===== src/rtl/pwr_seq_pkg.sv =====
package pwr_seq_pkg;

    // State encoding is visible at the port
    typedef enum logic [1:0] {
        PS_RUN    = 2'b00,
        PS_SLEEP  = 2'b01,
        PS_RELOCK = 2'b10,
        PS_DEEP   = 2'b11
    } pstate_e;

    // Bit positions inside the synchronised input bundle
    localparam int IN_SLP_N  = 0;
    localparam int IN_DSLP_N = 1;
    localparam int IN_SG     = 2;
    localparam int IN_SNOOP  = 3;
    localparam int IN_INTR   = 4;
    localparam int IN_W      = 5;

endpackage


===== src/rtl/pwr_seq_sync.sv =====
module pwr_seq_sync #(
    parameter int              WIDTH   = 5,
    parameter int              STAGES  = 2,
    parameter logic [WIDTH-1:0] RST_VAL = '0
) (
    input  logic             clk,
    input  logic             rst_n,
    input  logic [WIDTH-1:0] d_i,
    output logic [WIDTH-1:0] q_o
);

    logic [STAGES-1:0][WIDTH-1:0] stg_d, stg_q;

    always_comb begin
        stg_d[0] = d_i;
        for (int i = 1; i < STAGES; i++) begin
            stg_d[i] = stg_q[i-1];
        end
    end

    always_ff @(posedge clk or negedge rst_n) begin
        if (!rst_n) begin
            for (int i = 0; i < STAGES; i++) begin
                stg_q[i] <= RST_VAL;
            end
        end else begin
            stg_q <= stg_d;
        end
    end

    assign q_o = stg_q[STAGES-1];

endmodule


===== src/rtl/pwr_seq_fsm.sv =====
module pwr_seq_fsm
    import pwr_seq_pkg::*;
#(
    parameter int RELOCK_CYCLES = 1875
) (
    input  logic       clk,
    input  logic       rst_n,
    input  logic       slp_req_i,
    input  logic       dslp_req_i,
    input  logic       sg_i,
    input  logic       snoop_i,
    input  logic       intr_i,
    output pstate_e    state_o,
    output logic       in_deep_o,
    output logic       accept_o,
    output logic       viol_o
);

    localparam int CW = (RELOCK_CYCLES > 2) ? $clog2(RELOCK_CYCLES) : 1;
    localparam logic [CW-1:0] LOAD = CW'(RELOCK_CYCLES - 1);

    typedef struct packed {
        pstate_e         state;
        logic [CW-1:0]   cnt;
        logic            accept;
        logic            viol;
    } fsm_regs_t;

    fsm_regs_t r_d, r_q;
    logic bad_dslp, bad_bus;

    always_comb begin
        r_d = r_q;
        unique case (r_q.state)
            PS_RUN: begin
                if (slp_req_i && sg_i) r_d.state = PS_SLEEP;
            end
            PS_SLEEP: begin
                if (dslp_req_i)      r_d.state = PS_DEEP;
                else if (!slp_req_i) r_d.state = PS_RUN;
            end
            PS_DEEP: begin
                if (!dslp_req_i) begin
                    r_d.state = PS_RELOCK;
                    r_d.cnt   = LOAD;
                end
            end
            PS_RELOCK: begin
                if (r_q.cnt == '0) r_d.state = PS_SLEEP;
                else               r_d.cnt   = r_q.cnt - 1'b1;
            end
            default: r_d.state = PS_RUN;
        endcase

        bad_dslp  = dslp_req_i && (r_q.state == PS_RUN || r_q.state == PS_RELOCK);
        bad_bus   = (snoop_i || intr_i) && (r_q.state != PS_RUN);
        r_d.viol  = r_q.viol | bad_dslp | bad_bus;
        r_d.accept = (r_d.state == PS_RUN);
    end

    always_ff @(posedge clk or negedge rst_n) begin
        if (!rst_n) begin
            r_q.state  <= PS_RUN;
            r_q.cnt    <= '0;
            r_q.accept <= 1'b1;
            r_q.viol   <= 1'b0;
        end else begin
            r_q <= r_d;
        end
    end

    assign state_o   = r_q.state;
    assign in_deep_o = (r_q.state == PS_DEEP);
    assign accept_o  = r_q.accept;
    assign viol_o    = r_q.viol;

    // Run may only stay or go to Sleep
    assert_run_exits_sleep_R1: assert property (@(posedge clk) disable iff (!rst_n)
        (r_q.state == PS_RUN) |=> (r_q.state == PS_RUN || r_q.state == PS_SLEEP));

    // Deep Sleep is reached only from Sleep
    assert_deep_from_sleep_R2: assert property (@(posedge clk) disable iff (!rst_n)
        (r_q.state != PS_SLEEP && r_q.state != PS_DEEP) |=> (r_q.state != PS_DEEP));

    // Deep Sleep leaves only through Relock, Relock only into Sleep
    assert_deep_exit_R3: assert property (@(posedge clk) disable iff (!rst_n)
        (r_q.state == PS_DEEP) |=> (r_q.state == PS_DEEP || r_q.state == PS_RELOCK));
    assert_relock_exit_R3: assert property (@(posedge clk) disable iff (!rst_n)
        (r_q.state == PS_RELOCK) |=> (r_q.state == PS_RELOCK || r_q.state == PS_SLEEP));
    assert_relock_cnt_R3: assert property (@(posedge clk) disable iff (!rst_n)
        (r_q.state == PS_RELOCK) |-> (r_q.cnt <= LOAD));

    // bus activity in a low-power state is flagged next cycle
    assert_bus_flag_R8: assert property (@(posedge clk) disable iff (!rst_n)
        ((snoop_i || intr_i) && r_q.state != PS_RUN) |=> r_q.viol);

    // violation flag is sticky
    assert_viol_sticky_R10: assert property (@(posedge clk) disable iff (!rst_n)
        r_q.viol |=> r_q.viol);

endmodule


===== src/rtl/pwr_seq_clkgate.sv =====
module pwr_seq_clkgate #(
    parameter bit STOP_CLK = 1'b1,
    parameter int OFF_DLY  = 0
) (
    input  logic clk,
    input  logic rst_n,
    input  logic in_deep_i,
    output logic en_o
);

    localparam int DW = $clog2(OFF_DLY + 2);
    localparam logic [DW-1:0] LIM = DW'(OFF_DLY);

    typedef struct packed {
        logic [DW-1:0] cnt;
        logic          en;
    } gate_regs_t;

    gate_regs_t g_d, g_q;

    always_comb begin
        g_d = g_q;
        if (!in_deep_i) begin
            g_d.cnt = '0;
            g_d.en  = 1'b1;
        end else if (g_q.cnt == LIM) begin
            g_d.en  = !STOP_CLK;
        end else begin
            g_d.cnt = g_q.cnt + 1'b1;
        end
    end

    always_ff @(posedge clk or negedge rst_n) begin
        if (!rst_n) begin
            g_q.cnt <= '0;
            g_q.en  <= 1'b1;
        end else begin
            g_q <= g_d;
        end
    end

    assign en_o = g_q.en;

    // the bus clock is only stopped after a cycle spent in Deep Sleep
    assert_gate_in_deep_R7: assert property (@(posedge clk) disable iff (!rst_n)
        !g_q.en |-> $past(in_deep_i));

    // leaving Deep Sleep restarts the clock on the next edge
    assert_gate_restart_R7: assert property (@(posedge clk) disable iff (!rst_n)
        !in_deep_i |=> g_q.en);

endmodule


===== src/rtl/pwr_state_seq.sv =====
module pwr_state_seq
    import pwr_seq_pkg::*;
#(
    parameter int RELOCK_CYCLES = 1875,
    parameter int SYNC_STAGES   = 2,
    parameter bit STOP_CLK      = 1'b1,
    parameter int GATE_DLY      = 0
) (
    input  logic       clk,
    input  logic       rst_n,
    input  logic       slp_req_n,
    input  logic       dslp_req_n,
    input  logic       stop_grant_i,
    input  logic       snoop_i,
    input  logic       intr_i,
    output logic [1:0] state_o,
    output logic       bus_clk_en_o,
    output logic       accept_en_o,
    output logic       viol_o
);

    localparam logic [IN_W-1:0] IDLE_IN = (IN_W'(1) << IN_SLP_N) | (IN_W'(1) << IN_DSLP_N);

    logic [IN_W-1:0] raw_in, syn_in;
    pstate_e         cur_state;
    logic            in_deep;

    always_comb begin
        raw_in            = '0;
        raw_in[IN_SLP_N]  = slp_req_n;
        raw_in[IN_DSLP_N] = dslp_req_n;
        raw_in[IN_SG]     = stop_grant_i;
        raw_in[IN_SNOOP]  = snoop_i;
        raw_in[IN_INTR]   = intr_i;
    end

    pwr_seq_sync #(
        .WIDTH   (IN_W),
        .STAGES  (SYNC_STAGES),
        .RST_VAL (IDLE_IN)
    ) u_sync (
        .clk   (clk),
        .rst_n (rst_n),
        .d_i   (raw_in),
        .q_o   (syn_in)
    );

    pwr_seq_fsm #(
        .RELOCK_CYCLES (RELOCK_CYCLES)
    ) u_fsm (
        .clk        (clk),
        .rst_n      (rst_n),
        .slp_req_i  (!syn_in[IN_SLP_N]),
        .dslp_req_i (!syn_in[IN_DSLP_N]),
        .sg_i       (syn_in[IN_SG]),
        .snoop_i    (syn_in[IN_SNOOP]),
        .intr_i     (syn_in[IN_INTR]),
        .state_o    (cur_state),
        .in_deep_o  (in_deep),
        .accept_o   (accept_en_o),
        .viol_o     (viol_o)
    );

    pwr_seq_clkgate #(
        .STOP_CLK (STOP_CLK),
        .OFF_DLY  (GATE_DLY)
    ) u_gate (
        .clk       (clk),
        .rst_n     (rst_n),
        .in_deep_i (in_deep),
        .en_o      (bus_clk_en_o)
    );

    assign state_o = cur_state;

    // accept enable and Run state agree at the port
    assert_accept_run_R6: assert property (@(posedge clk) disable iff (!rst_n)
        accept_en_o == (state_o == 2'b00));

endmodule


===== config.mk =====
export PLATFORM = sky130hd
export DESIGN_NAME = pwr_state_seq
export DESIGN_NICKNAME = d
export VERILOG_FILES = /design/src/rtl/pwr_seq_pkg.sv /design/src/rtl/pwr_seq_sync.sv /design/src/rtl/pwr_seq_fsm.sv /design/src/rtl/pwr_seq_clkgate.sv /design/src/rtl/pwr_state_seq.sv
export SDC_FILE = /design/constraint.sdc
export NUM_CORES = 1
export LEC_CHECK = 0
export BUFFER_PORTS_ARGS = -buffer_cell sky130_fd_sc_hd__buf_2
export CORE_MARGIN = 1
export CORE_UTILIZATION = 40
export CTS_BUF_LIST = sky130_fd_sc_hd__clkbuf_8 sky130_fd_sc_hd__clkbuf_16
export DETAILED_ROUTE_END_ITERATION = 16
export SLEW_MARGIN = 0
export SYNTH_ARGS = -nofsm -noshare
export SYNTH_HDL_FRONTEND = slang
export SYNTH_HIERARCHICAL = 1
export SYNTH_SLANG_ARGS = --single-unit

===== constraint.sdc =====
create_clock -name clk -period 2.3 [get_ports clk]
set_input_delay 0 -clock clk [delete_from_list [all_inputs] [get_ports clk]]
set_output_delay 0 -clock clk [all_outputs]
set_load 0.02 [all_outputs]

[After elaboration in Yosys (flattened, before gate mapping)]
Index checks and enable logic that the tools add are counted.
Word-level totals
  logic and storage cells: 42
  bits of input ports: 7
  output and inout port bits: 5
  flip-flop bits (word level): 27
Operators by class
  reduce and logical (&&, ||, !) cells: 13
  equal/unequal tests: 6
  bitwise gates (word level): 2
  mux-type cells: 11
  add/subtract/negate cells: 2
Operator list (count)
  11-bit case mux with 2 select lines: 1
  13-bit 2-to-1 mux: 1
  11-bit zero test: 1
  11-bit 2-to-1 mux: 1
  11-bit by 1-bit subtractor with 11-bit output (second input constant): 1
  2-bit 2-to-1 mux: 5
  2-bit case mux with 4 select lines: 1
  2-bit != test (second input constant): 3
  2-bit equality test (second input constant): 2
  2-bit zero test: 2
  2-bit nonzero test: 2
  1-bit logical AND: 3
  3-bit AND reduction: 1
  2-bit by 1-bit equality test with 1-bit output (second input constant): 1
  1-bit zero test: 2
  1-bit logical OR: 2
  1-bit 2-to-1 mux: 2
  1-bit OR: 2
  1-bit adder (second input constant): 1

[Longest topological paths before layout]
  depth in word-level cells: 5
  mapped depth: 7
  mapped depth without buffers: 6

[Hierarchy]
Netlist, hierarchy kept.
Modules (own cells, without submodules)
  pwr_seq_fsm: cells an instance 88, instances 1, seq. area each 376.6 µm², area an instance 832.0 µm²
  pwr_seq_sync: cells an instance 10, instances 1, seq. area each 255.2 µm², area an instance 255.2 µm²
  pwr_seq_clkgate: cells an instance 2, instances 1, seq. area each 26.3 µm², area an instance 30.0 µm²
  pwr_state_seq: cells an instance 2, instances 1, seq. area each 0.0 µm², area an instance 7.5 µm²

[Worst setup path after synthesis]
Ideal clock, no wire load.
  path kind: register -> register
  start: register u_fsm/r_q[2] (netlist name)
  end: register u_fsm/r_q[10] (netlist name)
  clock period less this slack: 1.962 ns
  required time: 2.168 ns
  buffers on the path: 1
  cell stages (with the launch flop): 8
  library setup time: 0.132 ns
  setup slack: 0.338 ns
  arrival: 1.829 ns
  path through: dfrtp_1 -> inv_1 -> ha_1 -> or4b_4 -> buf_6 -> o41a_1 -> a21oi_1 -> a31oi_1
Between the ends
  cells in the longest elaborated chain, start to end: 3
  elaborated cells between the ends (all ways): 6
  those cells by class: add/sub: 1; eq/ne: 1; mux: 2; reduce/logical: 2
RTL lines
  start: declaration: RTL line pwr_seq_fsm.sv:29  | fsm_regs_t r_d, r_q;
  start signal: assignment: RTL line pwr_seq_fsm.sv:68  | r_q <= r_d;
  11-bit by 1-bit subtractor with 11-bit output / 11-bit zero test (equally long branches): RTL line pwr_seq_fsm.sv:50, pwr_seq_fsm.sv:49
  11-bit 2-to-1 mux / 2-bit != test (equally long branches)
  11-bit case mux with 2 select lines / 3-bit AND reduction (equally long branches)
Several ways; a longest one is shown, not always the timed one. The select of a mux whose other input is x is not followed.
A chain may end at the register's enable or synchronous reset.

[Final worst setup path]
Ends and elaborated chain as after synthesis.

==> flow_summary_export.csv <==
group,metric,value,unit
detailed_routing,avgViaCountPerCell,5.24,
final_layout,synthToLayoutAreaGrowth,16.8,%
sta,setup_ws,0.278,ns
detailed_routing,drt_pass1_iterations,4,
synth,synth.area.top_cells,"dfrtp_1 44%, dfstp_2 14%, a21oi_1 3.6%, inv_1 3.3%, nor2_1 3.3%",
global_route,top_usage_layer,"met2",
clock_tree,clockBufferDepth,2,
worst_setup_path,crit_path_start_kind,"register",
global_route,grt_overflow,0,
worst_setup_path,critPathKind,"reg2reg",
synth,synth_most_common_cell,"dfrtp_1",
synth,synthTopCellsByCount,"20 x dfrtp_1, 10 x inv_1, 10 x nor2_1",
floorplan,dieWidth,55.0,um
clock_tree,cts-root-buf,"clkbuf_8",
floorplan,die_y,55.0,um
floorplan,num_rows,18,
sta,slew_headroom,63.2,%
sta,worst_pin_slew,0.551,ns
placed_design,dpl_worst_slack,0.289,ns
worst_setup_path,crit_arrival,2.16,ns
worst_setup_path,ff2ff_setup_slack,0.28,ns
sta,setup_viol,0,
detailed_routing,vias,775,
worst_setup_path,rr_startpoint,"u_fsm/r_q[2]",
detailed_routing,drc,0,
sta,maxSlewViolCount,0,
global_route,grt.met1_usage,19.2,%
final_layout,nNetsFinal,127,
final_layout,final_util,51.2,%
detailed_routing,wl_per_cell,12.2,um
global_route,antenna_found_initial,0,
synth,yosys.area.top_type,"dfrtp_1",
synth,ys_seq_area_share,58.5,%
worst_setup_path,critPathMaxFanout,7,
synth,synth_cells,102,
final_layout,layout-drive-gt1-share,23.7,%
synth,syn_nets,110,
detailed_routing,drtIter0Drc,22,
sta,finalSetupTns,0,ns
synth,synth_top_area_share,44.5,%
worst_setup_path,worst-r2r-cell-count,6,
placed_design,dp_hpwl,1220,um
min_path,holdCritPathClass,"in2async",
global_route,use_met3,4.10,%
clock_tree,worstSkewPairLatency,0.26,ns
worst_setup_path,end_kind,"register",
synth,synth-seq-cells,26,
worst_setup_path,critical_path_required,2.44,ns
power,powerDensity,1160,mW/mm^2
synth,synth_area,0.00112,sq mm
sta,fin_crit,2.02,ns
clock_tree,cts_sinks,26,
final_layout,diodes,0,
sta,finClkSkew,0.00355,ns
clock_tree,cts_tree,"built",
global_route,grt_max_degree,27,
detailed_routing,wl,1800,um
placed_design,port_buffers,11,
power,peakVddDrop,0.000618,V
floorplan,num_io_pins,12,
power,leakage,0.000554,uW
sta,rsz0062_at_grt,"false",
global_route,grt_pass1_wl,2990,um
sta,hold_violations,0,
global_route,grt.total_usage,14.7,%
global_route,met2_usage,22.1,%
clock_tree,cts_setup_buffers,0,
floorplan,die_area,0.00303,sq mm
placed_design,gp_congestion,0.830,
clock_tree,cts_inserted_buffers,3,
synth,async_flop_share,100,%
clock_tree,htree_levels,1,
synth,synth_cell_types,34,
sta,period_share,87.9,%
synth,synth_edf_count,0,
worst_setup_path,r2r-end,"u_fsm/r_q[10]",
floorplan,start_util,43.8,%
floorplan,core-area,0.00257,sq mm
detailed_routing,ant_nets,0,
clock_tree,clkTransAtPathRegs,0.09,ns
synth,syn_avg_cell_area,11.0,sq um
sta,max_freq,495,MHz
global_route,grt_pass1_vias,685,
flow_run,cap_violations,0,
run_status,outcome,"completed",
synth,synth_flop_cell,"dfrtp_1",
synth,yosysWarnings,6,
per-layer routing:
metal	share of wire, %	wire length, um
met1	49	887
met2	46	825
met3	3.4	62
met4	1.6	28
met5	0	0
worst max path at each step:
stage,start,endpoint,slack (ns)
final,u_fsm/r_q[2],u_fsm/r_q[10],0.28
after global routing,u_fsm/r_q[2],u_fsm/r_q[10],0.17
after CTS,u_fsm/r_q[2],u_fsm/r_q[11],0.28
after detailed placement,u_fsm/r_q[2],u_fsm/r_q[10],0.29
after global placement,u_fsm/r_q[2],u_fsm/r_q[10],0.33
after floorplan,u_fsm/r_q[2],u_fsm/r_q[10],0.34
where the power goes:
| part | switching [uW] | internal [uW] |
|---|---|---|
| logic | 264 | 198 |
| clock network | 134 | 233 |
| registers | 116 | 581 |
| total | 514 | 1010 |
per-stage QoR:
step / power [uW] / hold WS, ns / instances / instance area [sq um]
2_1_floorplan: 1070 / -0.296 / 102 / 1120
3_3_place_gp: 1150 / 0.0231 / 138 / 1180
3_5_place_dp: 1160 / 0.0294 / 138 / 1180
4_1_cts: 1550 / 0.274 / 148 / 1310
5_1_grt: 1640 / 0.310 / 148 / 1310
6_report: 1530 / 0.245 / 148 / 1310
placed cells by master (no fill, tap or decap), types with 3 or more instances in the layout:
cell type / Yosys / routed
inv_1: 10 / 10
nor4_1: 3 / 3
nor2_1: 10 / 10
clkbuf_8: 0 / 3
dfrtp_1: 20 / 20
a31oi_1: 3 / 3
or3_1: 3 / 3
dlygate4sd3_1: 0 / 6
o21ai_0: 3 / 3
buf_2: 1 / 11
dfstp_2: 6 / 6
nand2_1: 4 / 4
a21oi_1: 8 / 8
or2_2: 4 / 4
worst max-delay path, stage by stage (launching register included):
cell and delay (ns):
dfrtp_1 0.42, inv_1 0.07, ha_1 0.15, or4b_4 0.52, o41a_1 0.53, a21oi_1 0.15, a31oi_1 0.05
timing repair:
item | in CTS | in global routing
hold endpoints to repair | 25 | 0
gates resized for setup | 0 | 0
hold buffers | 6 | 0
sequential cells by signal, indices dropped and copies added, names as in the netlist:
| name | flops |
|---|---|
| u_gate/en_o | 1 |
| u_sync/q_o | 5 |
| u_fsm/state_o | 2 |
| u_fsm/accept_o | 1 |
| u_fsm/r_q | 11 |
| u_fsm/viol_o | 1 |
| u_sync/stg_d | 5 |
kinds of logic (layout without fill, tap and decap cells):
logic type,count (synthesis),after routing,share of synthesized area [%]
buf+inv,15,31,6.45
fa+ha+maj,1,1,1.11
compound gates,26,26,16.5
flops,26,26,58.5
mux,2,2,1.78
simple gates,32,32,15.7
cell type report:
class / instances / area [sq um]
well taps: 30 / 37.5
fillers: 244 / 1250
repair buffers: 17 / 115
flip-flops and latches: 26 / 658
clock buffers: 3 / 41.3
multi-input cells: 61 / 394
inverters: 10 / 37.5
clock inverters: 1 / 30.0
No activity file was read; power rests on OpenSTA's default activity.
